## config.mk

```make
export PLATFORM = sky130hd
export DESIGN_NAME = bw_port_sel
export DESIGN_NICKNAME = d
export VERILOG_FILES = /design/src/rtl/bw_port_sel.sv
export SDC_FILE = /design/constraint.sdc
export NUM_CORES = 1
export LEC_CHECK = 0
export BUFFER_PORTS_ARGS = -buffer_cell sky130_fd_sc_hd__buf_2
export CAP_MARGIN = 20
export CELL_PAD_IN_SITES_DETAIL_PLACEMENT = 1
export CELL_PAD_IN_SITES_GLOBAL_PLACEMENT = 2
export CORE_ASPECT_RATIO = 0.5
export CORE_MARGIN = 4
export CORE_UTILIZATION = 32
export CTS_CLUSTER_SIZE = 14
export DETAILED_ROUTE_END_ITERATION = 12
export GPL_ROUTABILITY_DRIVEN = 1
export PLACE_DENSITY = 0.87
export SETUP_SLACK_MARGIN = 0.02
export SYNTH_ARGS = -nofsm -noshare
export SYNTH_HDL_FRONTEND = slang
export SYNTH_SLANG_ARGS = --single-unit
```

## constraint.sdc

```tcl
create_clock -name clk -period 15.25 [get_ports clk]
set_input_delay 4.575 -clock clk [delete_from_list [all_inputs] [get_ports clk]]
set_output_delay 4.575 -clock clk [all_outputs]
set_load 0.01 [all_outputs]
```

## src/rtl/bw_port_sel.sv

```systemverilog
module bw_port_sel #(
  parameter int COORD_W = 4,
  parameter int BW_W    = 8
) (
  input  logic                 clk,
  input  logic                 rst_n,
  input  logic                 head_valid,
  input  logic                 tail_valid,
  input  logic [COORD_W-1:0]   cur_x,
  input  logic [COORD_W-1:0]   cur_y,
  input  logic [COORD_W-1:0]   dst_x,
  input  logic [COORD_W-1:0]   dst_y,
  input  logic [4*BW_W-1:0]    avail_bw,
  input  logic [4*BW_W-1:0]    total_bw,
  input  logic [4*BW_W-1:0]    req_bw,
  input  logic [3:0]           dbl_mode,
  output logic [2:0]           out_port,
  output logic                 out_valid,
  output logic                 no_route
);
  localparam int NDIR = 4;
  localparam int WT_W = BW_W + COORD_W + 1;
  localparam logic [2:0] LOCAL_PORT = 3'd4;

  logic [COORD_W-1:0] dx_abs, dy_abs;
  logic [NDIR-1:0]    toward;
  logic [NDIR-1:0][WT_W-1:0] weight;
  logic [1:0]         best_dir;
  logic [WT_W-1:0]    best_wt;
  logic               is_local;

  assign toward[0] = dst_x > cur_x;
  assign toward[1] = dst_x < cur_x;
  assign toward[2] = dst_y > cur_y;
  assign toward[3] = dst_y < cur_y;
  assign dx_abs    = toward[0] ? dst_x - cur_x : cur_x - dst_x;
  assign dy_abs    = toward[2] ? dst_y - cur_y : cur_y - dst_y;
  assign is_local  = (dst_x == cur_x) && (dst_y == cur_y);

  for (genvar d = 0; d < NDIR; d++) begin : g_dir
    logic [BW_W-1:0] av, rq;
    logic [WT_W-1:0] av_w, tot_w, hop_w, r_av, r_tot;
    assign av    = avail_bw[d*BW_W +: BW_W];
    assign rq    = req_bw[d*BW_W +: BW_W];
    assign av_w  = WT_W'(av);
    assign tot_w = WT_W'(total_bw[d*BW_W +: BW_W]);
    assign hop_w = WT_W'((d < 2) ? dx_abs : dy_abs);
    assign r_av  = dbl_mode[d] ? (av_w << 1)  : av_w;
    assign r_tot = dbl_mode[d] ? (tot_w << 1) : tot_w;
    assign weight[d] = (av < rq)    ? '0 :
                       toward[d]    ? (av_w * hop_w) + r_tot :
                                      r_av;
  end

  always_comb begin
    best_dir = 2'd0;
    best_wt  = weight[0];
    for (int i = 1; i < NDIR; i++) begin
      if (weight[i] > best_wt) begin
        best_dir = 2'(i);
        best_wt  = weight[i];
      end
    end
  end

  always_ff @(posedge clk) begin
    if (!rst_n) begin
      out_valid <= 1'b0;
      out_port  <= 3'd0;
      no_route  <= 1'b0;
    end else if (out_valid) begin
      if (tail_valid) out_valid <= 1'b0;
    end else if (head_valid) begin
      if (is_local) begin
        out_valid <= 1'b1;
        out_port  <= LOCAL_PORT;
        no_route  <= 1'b0;
      end else if (best_wt != '0) begin
        out_valid <= 1'b1;
        out_port  <= {1'b0, best_dir};
        no_route  <= 1'b0;
      end else begin
        no_route  <= 1'b1;
      end
    end
  end

  assert_hold_port_R8: assert property (@(posedge clk) disable iff (!rst_n)
    out_valid && !tail_valid |=> out_valid && $stable(out_port));
  assert_release_R9: assert property (@(posedge clk) disable iff (!rst_n)
    out_valid && tail_valid |=> !out_valid);
  assert_exclusive_R6: assert property (@(posedge clk) disable iff (!rst_n)
    !(out_valid && no_route));
  assert_grant_after_head_R10: assert property (@(posedge clk) disable iff (!rst_n)
    $rose(out_valid) |-> $past(head_valid));
  assert_legal_port_R5: assert property (@(posedge clk) disable iff (!rst_n)
    out_valid |-> out_port <= LOCAL_PORT);
  assert_local_grant_R7: assert property (@(posedge clk) disable iff (!rst_n)
    !out_valid && head_valid && dst_x == cur_x && dst_y == cur_y
      |=> out_valid && out_port == LOCAL_PORT);
endmodule

```

==> impl_metrics.ini, run 1 <==
[run_status]
status = finished, final reports clean

[critical_path]
reg2reg_depth = 3
crit_slowest_cell = or4_1
crit_start = cur_x[0]
cp-end-kind = flop
required_ps = 15370
critPathMaxStageDelay_ps = 500
worst_ep_arrival_time_ps = 15030
cp_max_fo = 6
rrSetupSlack_ps = 14210
cp-start-kind = primary input
critPathKind = primary input to flop
r2r_start = out_valid$_SDFF_PN0_

[sta]
fin_crit_sh_pct = 97.80
worst_slew_pin_slew_ps = 936.0
skew_ps = 2.649
slew_headroom_pct = 35.98
holdWs_ps = 455.8
fin_ws_ps = 335.2
hold_viol = 0
layout_min_cycle_time_ps = 14910
fmax_mhz = 67.05
finalSetupTns_ps = 0
setup_viol = 0
slew_violations = 0

[floorplan]
core_region_area_um2 = 28960
start_util_pct = 32.44
die_area_um2 = 32330
die_h_um = 129.2
io_pins = 125
die_x_um = 250.3
rows = 44

[finish]
nets = 1753
fill_cells = 3594
regArea_um2 = 100.1
drive_gt1_share_pct = 20.45
final_core_util_pct = 39.16
synthToLayoutAreaGrowth_pct = 20.72
multi_input_area_um2 = 8836

[detailed_routing]
dr.pass1.iters = 5
drt_iter0_drc = 391
wl_um = 30430
ant_nets = 0
drc_errors = 0
viasPerCell = 5.196
wire_per_inst_um = 17.18
num_vias = 9203

[clock_tree]
htreeDepth = 1
cts_buffer_depth = 2
cts_tree = done
clk_pin_slew_worst_paths_ps = 40
clk_latency_ps = 230
cts_buffers = 3
ctsHoldBuffers = 0
root_buffer = clkbuf_16
cts_sinks = 5

[pwr]
p_clk_share_pct = 1.6
sw_frac_of_total_pct = 53.38
leakagePower_uw = 0.005673
seq_power_share_pct = 0.6
total_power_uw = 2814
vdd_ir_drop_max_mv = 0.1500
p_switching_uw = 1502
power.density_nw_per_um2 = 248.1
intPower_uw = 1312
p_comb_share_pct = 97.8

[grt]
grt_pass1_vias = 9876
grt_max_degree = 26
gr-usage-all-layers_pct = 17.99
grt_pass1_wl_um = 49490
antenna_found_initial = 1
grt.overflow.total = 0

[job]
maxCapViolations = 0

[synthesis]
ys_ff_latch = 5
avgSynthCellArea_um2 = 7.662
ys_seq_area_share_pct = 1.066
async_flop_share_pct = 0
synth-edff-count = 0
ys_warn_count = 0
synth_cell_types = 71
netlist_area_um2 = 9394
syn_inst = 1226
syn_nets = 1599
synthFlopType = dfxtp_1

[hold_path]
worstHoldPathCells = 2
hold_class = flop to flop
hp-start = out_port[2]$_SDFFE_PN0P_

[place]
pre_cts_ws_ps = -653.6
post-dp-hpwl_um = 25700
place.gp.congestion = 0.8552
port_buffers = 124
[power groups by stage]
| stage | clock (uW) | combinational (uW) | sequential (uW) |
|---|---|---|---|
| after floorplan | 0 | 1660 | 19.4 |
| after global placement | 0 | 2220 | 18.3 |
| after detailed placement | 0 | 2310 | 18.4 |
| after CTS | 44.4 | 2380 | 18.3 |
| after global routing | 45.5 | 3040 | 18.6 |
| final | 43.7 | 2750 | 18.2 |
[worst max-delay path: cells and delay by family]
| family | cells | cell delay (ps) |
|---|---|---|
| AO/OA/AOI/OAI | 16 | 3450 |
| AND/OR/NAND/NOR | 15 | 2740 |
| buffers and inverters | 8 | 820 |
| adder cells (fa/ha/maj) | 9 | 2930 |
| multiplexers | 1 | 320 |
| XOR/XNOR | 1 | 180 |
[timing repair]
action / 4_1_cts / 5_1_grt
setup buffers: 5 / 22
pin swaps: 6 / 34
setup endpoints to repair: 5 / 5
gates cloned: 0 / 1
hold endpoints to repair: 0 / 0
gates resized for setup: 12 / 78
[cell type report]
type	count	area share (%)
diodes	1	0.02207
clock buffers	4	0.6951
inverters	196	6.487
multi-input cells	990	77.91
flip-flops and latches	5	0.8826
well taps	391	4.314
repair buffers	184	9.687
[Yosys cell counts, types with 14 or more instances]
| cell type | instances | area share, % |
|---|---|---|
| inv_1 | 196 | 7.8 |
| ha_1 | 169 | 23 |
| nand2_1 | 116 | 4.6 |
| fa_1 | 84 | 18 |
| a21oi_1 | 67 | 3.6 |
| nor2_1 | 60 | 2.4 |
| and2_1 | 58 | 3.9 |
| nor2b_1 | 52 | 3.5 |
| mux2i_1 | 41 | 4.4 |
| o21ai_0 | 41 | 2.2 |
| a211oi_1 | 34 | 2.7 |
| clkbuf_1 | 27 | 1.1 |
| nand3_1 | 22 | 1.2 |
| nand2b_1 | 18 | 1.2 |
| a21o_1 | 17 | 1.4 |
| mux2_2 | 16 | 1.9 |
| o211ai_1 | 15 | 1.2 |
| a31oi_1 | 14 | 0.93 |
[flip-flops by register name, indices dropped and copies added, names as in the netlist]
| signal | count |
|---|---|
| no_route | 1 |
| out_port | 3 |
| out_valid | 1 |
[metal layers]
layer	global-route usage [%]	wire, um	up-vias
li1	-	-	4505
met1	24.48	14430	4554
met2	32.95	15130	120
met3	0.8223	585	24
met4	2.248	286	0
met5	0	0	-
[per-stage QoR]
| step | std cells | area [um^2] |
|---|---|---|
| finish | 1771 | 11340 |
| global route | 1771 | 11340 |
| CTS | 1747 | 10780 |
| detailed placement | 1738 | 10620 |
| global placement | 1738 | 10620 |
| floorplan | 1226 | 9410 |
[final timing paths]
path                                                  to
worst max-delay path                out_valid$_SDFF_PN0_
worst max register to register  out_port[1]$_SDFFE_PN0P_
worst min register to register  out_port[2]$_SDFFE_PN0P_
worst min-delay path            out_port[2]$_SDFFE_PN0P_
[logic make-up (layout without fill, tap and decap cells)]
kind of cell	count (synthesis)	after routing	share of synthesized area, %
AOI/OAI and AO/OA	262	262	19.03
xor gates and xnor gates	25	25	2.331
adders and majority gates	253	253	40.41
buffers and inverters	232	384	9.363
DFF	5	5	1.066
muxes	58	58	6.446
other	0	1	0
and+or+nand+nor	391	392	21.35
[cells in the final DEF, fill, tap and decap left out, types with 12 or more instances in the layout]
| cell type | n |
|---|---|
| a211oi_1 | 28 |
| a21o_1 | 17 |
| a21oi_1 | 60 |
| a31oi_1 | 14 |
| and2_1 | 54 |
| buf_2 | 124 |
| buf_4 | 56 |
| fa_1 | 82 |
| ha_1 | 152 |
| ha_4 | 15 |
| inv_1 | 194 |
| mux2_2 | 14 |
| mux2i_1 | 40 |
| nand2_1 | 115 |
| nand2b_1 | 18 |
| nand3_1 | 21 |
| nor2_1 | 59 |
| nor2b_1 | 51 |
| nor3_1 | 12 |
| o211ai_1 | 15 |
| o21a_1 | 13 |
| o21ai_0 | 32 |
| xnor2_1 | 13 |
| xor2_1 | 12 |
No activity file was read; power rests on OpenSTA's default activity.
==> inputs of run 2 (changes only) <==
- CORE_MARGIN: 4 -> 1
==> impl_metrics.ini, run 2 (synthesis gave the netlist of run 1 again) <==
[sta]
fin_ws_ps = 365.7
rsz0062_at_grt = yes
skew_ps = 2.914
fmax_mhz = 67.18
fin_crit_sh_pct = 97.60
layout_min_cycle_time_ps = 14880
slew_violations = 0
setup_viol = 0
worst_slew_pin_slew_ps = 1033
slew_headroom_pct = 29.33
hold_viol = 0

[clock_tree]
clk_pin_slew_worst_paths_ps = 30
cts_tree = done
htreeDepth = 1
cts_buffers = 3
clk_latency_ps = 230
ctsHoldBuffers = 0
cts_buffer_depth = 2
root_buffer = clkbuf_16
cts_sinks = 5

[place]
dp.cells = 1765
pre_cts_ws_ps = -322.6
post-dp-hpwl_um = 26450
place.gp.congestion = 0.8908
port_buffers = 124

[hold_path]
hold_class = flop to flop
hp-start = out_port[2]$_SDFFE_PN0P_

[grt]
grt.overflow.total = 0
gr-usage-all-layers_pct = 20.12
grt_pass1_wl_um = 49700
grt_pass1_vias = 10020
antenna_found_initial = 0
grt_max_degree = 26

[job]
maxCapViolations = 0

[finish]
largest_reg_flops = 3
final_cell_mix = inv_1 (193), ha_1 (155), buf_2 (124)
multi_input_area_um2 = 8805
regMostFlops = out_port
reg_top3 = out_port: 3 flops, no_route: 1 flops, out_valid: 1 flops
regArea_um2 = 100.1
final_core_util_pct = 40.66
nets = 1777
fill_cells = 3480
diodes = 0
final_common_cell = inv_1
drive_gt1_share_pct = 21.53
finalNonFillerCells = 1785
synthToLayoutAreaGrowth_pct = 22.24

[floorplan]
die_x_um = 244.3
die_area_um2 = 30090
io_pins = 125
core_region_area_um2 = 28250
rows = 43
start_util_pct = 33.26
die_h_um = 123.2

[detailed_routing]
drc_errors = 0
viasPerCell = 5.219
wl_um = 31020
ant_nets = 0
dr.pass1.iters = 5
drt_iter0_drc = 407
wire_per_inst_um = 17.38
num_vias = 9316

[critical_path]
critPathKind = primary input to flop
cpLargestDelayFamily = compound AO/OA/AOI/OAI gates
required_ps = 15370
worst-path-buf-inv = 6
cp_max_fo = 8
cp-start-kind = primary input
worst_ep_arrival_time_ps = 15010
cp_common_cell = ha_1
cp-end-kind = flop
crit_start = cur_x[0]
crit_slowest_cell = fa_1
r2r_start = out_valid$_SDFF_PN0_
critPathMaxStageDelay_ps = 510

[run_status]
status = finished, final reports clean

[pwr]
power.density_nw_per_um2 = 256.8
leakagePower_uw = 0.005795
vdd_ir_drop_max_mv = 0.1469
## run 2: routing by layer
layer | GRT usage (%) | routed length (um) | up-vias
met5 | 0 | 0 | -
met4 | 1.719 | 184 | 0
met3 | 1.129 | 670 | 19
met2 | 37.75 | 15560 | 123
met1 | 26.45 | 14600 | 4635
li1 | - | - | 4539
## run 2: worst register-to-register path: stages, from the launching register on
cell and delay (ps):
dfxtp_1 320, nand2b_1 200, a31oi_4 240, mux2i_1 230
## run 2: worst paths after layout
check	endpoint	slack [ps]	cells after the start
worst min register to register	out_port[2]$_SDFFE_PN0P_	450	2
worst min-delay path	out_port[2]$_SDFFE_PN0P_	450	2
worst max-delay path	out_valid$_SDFF_PN0_	370	47
worst max register to register	out_port[1]$_SDFFE_PN0P_	14170	3
## run 2: stage by stage
step	power (uW)	area (um^2)	hold slack (ps)	setup TNS [ps]
3_3_place_gp	2483	10900	447.0	0
4_1_cts	2640	10970	457.5	0
5_1_grt	3245	11480	474.9	-430.5
2_1_floorplan	1676	9410	472.6	0
3_5_place_dp	2576	10900	446.4	-1389
6_report	2950	11480	454.9	0
## run 2: what timing repair did
| item | in CTS | in global routing |
|---|---|---|
| pin swaps | 0 | 33 |
| cloned | 0 | 0 |
| endpoints found under the setup margin | 5 | 5 |
| buffers inserted | 0 | 16 |
| resized for setup | 2 | 77 |
## run 2: final cells by class
class,count,area share [%]
Clock buffer,4,0.6864
Tap cell,382,4.162
Inverter,196,6.407
Multi-Input combinational cell,989,76.67
Sequential cell,5,0.8717
Timing Repair Buffer,209,11.20
## run 2: report_power, final
| group | internal (uW) | switching (uW) | total (uW) |
|---|---|---|---|
| clock network | 34.6 | 8.60 | 43.2 |
| logic | 1360 | 1530 | 2890 |
| registers | 16.8 | 1.47 | 18.3 |
